**src/rtl/bm_pkg.sv**
```systemverilog
package bm_pkg;
    typedef enum logic [1:0] {
        MODE_NORMAL   = 2'd0,
        MODE_FLUSH    = 2'd1,
        MODE_DEGRADED = 2'd2
    } mode_e;
endpackage

```
**src/rtl/bm_pattern_table.sv**
```systemverilog
module bm_pattern_table #(
    parameter int ENTRIES = 8,
    parameter int STATE_W = 16,
    localparam int IDX_W  = (ENTRIES > 1) ? $clog2(ENTRIES) : 1
) (
    input  logic               clk,
    input  logic               rst_n,
    input  logic               wr_en,
    input  logic [IDX_W-1:0]   wr_idx,
    input  logic [STATE_W-1:0] wr_value,
    input  logic [STATE_W-1:0] wr_mask,
    input  logic               wr_valid,
    input  logic [STATE_W-1:0] probe,
    output logic               hit
);
    typedef struct packed {
        logic [ENTRIES-1:0]              vld;
        logic [ENTRIES-1:0][STATE_W-1:0] val;
        logic [ENTRIES-1:0][STATE_W-1:0] msk;
    } tbl_t;

    tbl_t tbl_d, tbl_q;
    logic [ENTRIES-1:0] ent_hit;

    always_comb begin
        tbl_d = tbl_q;
        if (wr_en && (int'(wr_idx) < ENTRIES)) begin
            tbl_d.vld[wr_idx] = wr_valid;
            tbl_d.val[wr_idx] = wr_value;
            tbl_d.msk[wr_idx] = wr_mask;
        end
    end

    always_ff @(posedge clk or negedge rst_n) begin
        if (!rst_n) begin
            tbl_q <= '0;
        end else begin
            tbl_q <= tbl_d;
        end
    end

    for (genvar e = 0; e < ENTRIES; e++) begin : g_cmp
        assign ent_hit[e] = tbl_q.vld[e] &&
                            (((probe ^ tbl_q.val[e]) & tbl_q.msk[e]) == '0);
    end

    assign hit = |ent_hit;

    // the stored table only changes on an accepted write
    a_r7_table_frozen: assert property (@(posedge clk) disable iff (!rst_n)
        !wr_en |=> $stable(tbl_q));
    // a hit needs at least one valid entry
    a_r3_invalid_silent: assert property (@(posedge clk) disable iff (!rst_n)
        (tbl_q.vld == '0) |-> !hit);
endmodule

```
**src/rtl/bm_mode_seq.sv**
```systemverilog
module bm_mode_seq
    import bm_pkg::*;
#(
    parameter int CNT_W = 8
) (
    input  logic             clk,
    input  logic             rst_n,
    input  logic             hit,
    input  logic             flush_done,
    input  logic             retire,
    input  logic             hold_we,
    input  logic [CNT_W-1:0] hold_val,
    output logic             flush_req,
    output logic             degraded,
    output logic             accept_cfg
);
    localparam logic [CNT_W-1:0] ONE = CNT_W'(1);

    typedef struct packed {
        mode_e            mode;
        logic [CNT_W-1:0] cnt;
        logic [CNT_W-1:0] hold;
    } seq_t;

    seq_t seq_d, seq_q;

    always_comb begin
        seq_d = seq_q;
        unique case (seq_q.mode)
            MODE_NORMAL: begin
                if (hold_we) seq_d.hold = hold_val;
                if (hit)     seq_d.mode = MODE_FLUSH;
            end
            MODE_FLUSH: begin
                if (flush_done) begin
                    seq_d.mode = MODE_DEGRADED;
                    seq_d.cnt  = (seq_q.hold == '0) ? ONE : seq_q.hold;
                end
            end
            MODE_DEGRADED: begin
                if (retire) begin
                    if (seq_q.cnt <= ONE) begin
                        seq_d.mode = MODE_NORMAL;
                        seq_d.cnt  = '0;
                    end else begin
                        seq_d.cnt = seq_q.cnt - ONE;
                    end
                end
            end
            default: seq_d.mode = MODE_NORMAL;
        endcase
    end

    always_ff @(posedge clk or negedge rst_n) begin
        if (!rst_n) begin
            seq_q.mode <= MODE_NORMAL;
            seq_q.cnt  <= '0;
            seq_q.hold <= ONE;
        end else begin
            seq_q <= seq_d;
        end
    end

    assign flush_req  = (seq_q.mode == MODE_FLUSH);
    assign degraded   = (seq_q.mode == MODE_DEGRADED);
    assign accept_cfg = (seq_q.mode == MODE_NORMAL);

    a_r4_flush_held: assert property (@(posedge clk) disable iff (!rst_n)
        (flush_req && !flush_done) |=> flush_req);
    a_r4_enter_degraded: assert property (@(posedge clk) disable iff (!rst_n)
        (flush_req && flush_done) |=> (degraded && !flush_req));
    a_r5_no_early_exit: assert property (@(posedge clk) disable iff (!rst_n)
        (degraded && !retire) |=> degraded);
    a_r6_count_nonzero: assert property (@(posedge clk) disable iff (!rst_n)
        $rose(degraded) |-> (seq_q.cnt != '0));
    a_r8_no_reflush: assert property (@(posedge clk) disable iff (!rst_n)
        degraded |=> !flush_req);
    a_r11_exclusive: assert property (@(posedge clk) disable iff (!rst_n)
        $onehot0({flush_req, degraded}));
endmodule

```
**src/rtl/ctl_bug_matcher.sv**
```systemverilog
module ctl_bug_matcher #(
    parameter int ENTRIES = 8,
    parameter int STATE_W = 16,
    parameter int CNT_W   = 8,
    localparam int IDX_W  = (ENTRIES > 1) ? $clog2(ENTRIES) : 1
) (
    input  logic               clk,
    input  logic               rst_n,
    input  logic               cfg_we,
    input  logic [IDX_W-1:0]   cfg_idx,
    input  logic [STATE_W-1:0] cfg_value,
    input  logic [STATE_W-1:0] cfg_mask,
    input  logic               cfg_valid,
    input  logic               hold_we,
    input  logic [CNT_W-1:0]   hold_val,
    input  logic [STATE_W-1:0] mon_state,
    input  logic               retire,
    input  logic               flush_done,
    output logic               flush_req,
    output logic               degraded
);
    logic accept_cfg;
    logic tbl_hit;

    bm_pattern_table #(
        .ENTRIES (ENTRIES),
        .STATE_W (STATE_W)
    ) table_i (
        .clk      (clk),
        .rst_n    (rst_n),
        .wr_en    (cfg_we && accept_cfg),
        .wr_idx   (cfg_idx),
        .wr_value (cfg_value),
        .wr_mask  (cfg_mask),
        .wr_valid (cfg_valid),
        .probe    (mon_state),
        .hit      (tbl_hit)
    );

    bm_mode_seq #(
        .CNT_W (CNT_W)
    ) seq_i (
        .clk        (clk),
        .rst_n      (rst_n),
        .hit        (tbl_hit),
        .flush_done (flush_done),
        .retire     (retire),
        .hold_we    (hold_we && accept_cfg),
        .hold_val   (hold_val),
        .flush_req  (flush_req),
        .degraded   (degraded),
        .accept_cfg (accept_cfg)
    );

    // a hit in full-speed mode raises the flush request at the next edge
    a_r2_hit_flushes: assert property (@(posedge clk) disable iff (!rst_n)
        (tbl_hit && !flush_req && !degraded) |=> flush_req);
    // retire strobes do not leave full-speed mode
    a_r10_retire_idle: assert property (@(posedge clk) disable iff (!rst_n)
        (!flush_req && !degraded && !tbl_hit) |=> !degraded);
endmodule

```
**config.mk**
```make
export PLATFORM = sky130hd
export DESIGN_NAME = ctl_bug_matcher
export DESIGN_NICKNAME = d
export VERILOG_FILES = /design/src/rtl/bm_pkg.sv /design/src/rtl/bm_pattern_table.sv /design/src/rtl/bm_mode_seq.sv /design/src/rtl/ctl_bug_matcher.sv
export SDC_FILE = /design/constraint.sdc
export NUM_CORES = 1
export LEC_CHECK = 0
export BUFFER_PORTS_ARGS = -buffer_cell sky130_fd_sc_hd__buf_2
export CAP_MARGIN = 20
export CORE_AREA = 2 2 149 151
export DETAILED_ROUTE_END_ITERATION = 6
export DIE_AREA = 0 0 151 153
export PLACE_DENSITY = 0.8
export SYNTH_ARGS = -nofsm -noshare
export SYNTH_HDL_FRONTEND = slang
export SYNTH_SLANG_ARGS = --single-unit
```
**constraint.sdc**
```tcl
create_clock -name clk -period 2.2 [get_ports clk]
set_input_delay 0.11 -clock clk [delete_from_list [all_inputs] [get_ports clk]]
set_output_delay 0.11 -clock clk [all_outputs]
set_load 0.005 [all_outputs]
```
==> results by group <==
Synthesis
  • Post-Syn Area per Cell: 14.23 um^2
  • Cells after synthesis: 898
  • Number of nets in the synthesized netlist: 966
  • Post-synthesis sequential area ratio: 55.23%
  • Count of state elements after synthesis: 282
  • Netlist cell types: 39
  • Total number of yosys warnings: 0
  • Area of the mapped netlist: 12780 um^2

GRT
  • First-pass GRT wire length: 48.11 mm
  • Pin count of the biggest net entering global routing: 67
  • Number of global-route vias before repair: 8276
  • Total GRT Usage: 27.72%
  • GRT overflow: 0
  • Antenna violations before repair: 0

Detailed routing
  • Via density per instance: 5.986
  • Wirelength per Cell: 23.61 um
  • Violation count after the first detailed-routing iteration: 566
  • Wire length after detailed routing: 30.96 mm
  • Drt pass-1 iters: 7
  • Number of routed nets with antenna violations: 0
  • Drt drc: 0
  • Vias after detailed routing: 7848

Final layout
  • Share of layout cells above drive strength 1: 41.32%
  • Syn-to-layout area delta: 15.75%
  • Post-layout net count: 1076
  • Leading cell type in the layout, fill and taps excluded: dfrtp_1
  • Number of antenna diodes: 0
  • Highest-count cells in the layout ignoring fill and taps: 281 x dfrtp_1, 238 x mux2_2, 127 x xor2_1
  • Final cell area excluding filler cells: 14790 um^2

Hold path
  • Type of the worst min-delay path: in2reg
  • Hold Path Depth: 2
  • Hold Path Sink: table_i.tbl_q[121]$_DFFE_PN0P_
  • Source of the worst hold timing path: cfg_mask[9]

STA
  • Final Hold Violating Endpoints: 0
  • Transition at the pin with the smallest max-transition slack: 0.6334 ns
  • Least setup slack across all paths after layout: 0.06995 ns
  • Max-slew violations: 0
  • Setup repair after global routing missed its margin: yes
  • Minimum period implied by the final worst setup slack: 2.130 ns
  • Achievable clock frequency: 469.5 MHz
  • Worst relative slew slack: 57.77%
  • Final setup violation count: 0
  • Final clock period utilization by the worst path: 96.82%
  • Clock tree skew after final layout: 0.005344 ns

Critical path
  • Worst Setup End Kind: flop
  • Worst r2r src: table_i.tbl_q[199]$_DFFE_PN0P_
  • Launching element type of the critical path: flop
  • Worst r2r dst: seq_i.seq_q[16]$_DFFE_PN0P_
  • Critical-path maximum fanout: 2
  • Arrival time worst endpoint: 2.61 ns
  • Worst setup slack for register-to-register paths: 0.07 ns
  • Worst EP required: 2.68 ns
  • Critical Setup Path Class: reg2reg
  • Number of cells on the worst reg-to-reg path: 7

Clocking
  • Clock-pin transition on the worst setup and hold timing paths: 0.06 ns
  • Inserted Clock Buffers: 29
  • Clock sink total: 282
  • Insertion delay of the later-clocked pin in the worst-skew pair: 0.54 ns
  • TritonCTS clock tree: done
  • H-tree depth: 1
  • Buffer type at the clock tree root: clkbuf_16
  • Clock Tree Buf Depth: 3

Flow run
  • Max-cap violation count: 0

Placed design
  • Port-buffer cells: 67
  • Worst slack at placement: 0.2418 ns
  • Last weighted congestion value of the routability-driven placer: 0.8607
  • Sum of net half-perimeters after detailed placement: 20.35 mm
  • Placed standard-cell area: 13410 um^2

Die
  • Overall die area: 23100 um^2
  • DIE HEIGHT: 153 um
  • Io pins: 68
  • Standard cell core area: 21490 um^2
  • Effective utilization at floorplan: 59.47%
  • Die Span X: 151 um
  • Row count: 54

Pwr
  • Worst vdd ir: 0.8665 mV
  • Static Leak: 6.690 nW
  • Power per standard cell area: 1406 nW/um^2

Outcome
  • Result of the run: complete, no violations
-- per-stage QoR --
stage | power (mW) | cells | setup TNS, ns | utilization [%] | hold slack [ns]
detailed placement | 15.37 | 1224 | 0 | 62.43 | 0.06810
CTS | 20.76 | 1309 | 0 | 68.73 | 0.0006719
floorplan | 13.37 | 898 | 0 | - | -0.1856
finish | 20.79 | 1311 | 0 | 68.84 | 0.01886
global route | 21.88 | 1311 | -0.008989 | 68.84 | 0.0009808
global placement | 15.05 | 1224 | 0 | 62.43 | 0.06909
-- worst max-delay path by stage --
stage | from | to
final | table_i.tbl_q[199]$_DFFE_PN0P_ | seq_i.seq_q[16]$_DFFE_PN0P_
after global routing | table_i.tbl_q[199]$_DFFE_PN0P_ | seq_i.seq_q[16]$_DFFE_PN0P_
after floorplan | seq_i.seq_q[17]$_DFFE_PN0P_ | table_i.tbl_q[112]$_DFFE_PN0P_
after CTS | seq_i.seq_q[16]$_DFFE_PN0P_ | seq_i.seq_q[17]$_DFFE_PN0P_
after detailed placement | table_i.tbl_q[199]$_DFFE_PN0P_ | seq_i.seq_q[16]$_DFFE_PN0P_
after global placement | table_i.tbl_q[163]$_DFFE_PN0P_ | seq_i.seq_q[16]$_DFFE_PN0P_
-- critical path, cell delays in order, from the launching register on --
cell and delay, ns:
dfrtp_1 0.40, xor2_2 0.18, a222oi_1 0.61, buf_4 0.22
nand4_1 0.13, o22a_1 0.20, nand4_1 0.17, a22o_1 0.15
-- metal layers --
layer / wire (um) / vias up / track usage [%]
li1: - / 3447 / -
met1: 13200 / 4094 / 39.04
met4: 966 / 0 / 8.723
met5: 0 / - / 0
met2: 14690 / 242 / 43.27
met3: 2101 / 65 / 6.179
-- repair_timing --
| item | in CTS | in global routing |
|---|---|---|
| endpoints found under the hold margin | 443 | 0 |
| setup endpoints to repair | 0 | 2 |
| hold buffers | 31 | 0 |
| resized for setup | 0 | 2 |
| setup buffers | 0 | 2 |
-- sequential cells by signal, indices dropped and copies added, names as in the netlist --
register and flops:
seq_i.seq_q 18, table_i.tbl_q 264
-- Yosys cell counts, drive strengths merged --
master,instances,area [um^2]
dfrtp,281,7032
mux2,272,3176
xor2,128,1121
buf,45,326.6
a22oi,42,315.3
nand2,22,90.09
nand4,17,106.4
o21ai,15,75.07
nor2,12,47.55
a21oi,11,55.05
a22o,9,78.83
a222oi,6,60.06
nor3,5,25.02
a221oi,4,53.80
inv,4,15.01
and3,3,23.77
nor2b,3,18.77
nor4,3,18.77
a2111oi,2,17.52
clkbuf,2,7.510
ha,2,25.02
nand2b,2,12.51
o22a,2,17.52
a211oi,1,7.510
and2,1,6.260
dfstp,1,26.28
nor3b,1,7.510
o22ai,1,6.260
or3,1,6.260
-- where the power goes --
group	internal [mW]	leakage (nW)	switching, mW	total [mW]
registers	7.80	3.41	1.67	9.48
clock network	3.24	0.516	2.03	5.28
logic	3.39	2.77	2.64	6.04
total	14.4	6.69	6.35	20.8
-- area by class of cell --
class | instances | area [um^2]
tap | 280 | 350.3
timing repair buffer | 126 | 940.9
sequential | 282 | 7058
multi-input combinational | 565 | 5385
inverter | 4 | 15.01
fill | 1495 | 6694
clock inverter | 14 | 205.2
clock buffer | 40 | 837.1
-- logic make-up after synthesis --
| family | synth area share, % |
|---|---|
| flops | 55.23 |
| simple gates | 2.840 |
| mux | 24.85 |
| fa+ha+maj | 0.1958 |
| buf+inv | 2.732 |
| xor+xnor | 8.773 |
| compound gates | 5.376 |
(Power assumes the default switching activity.)
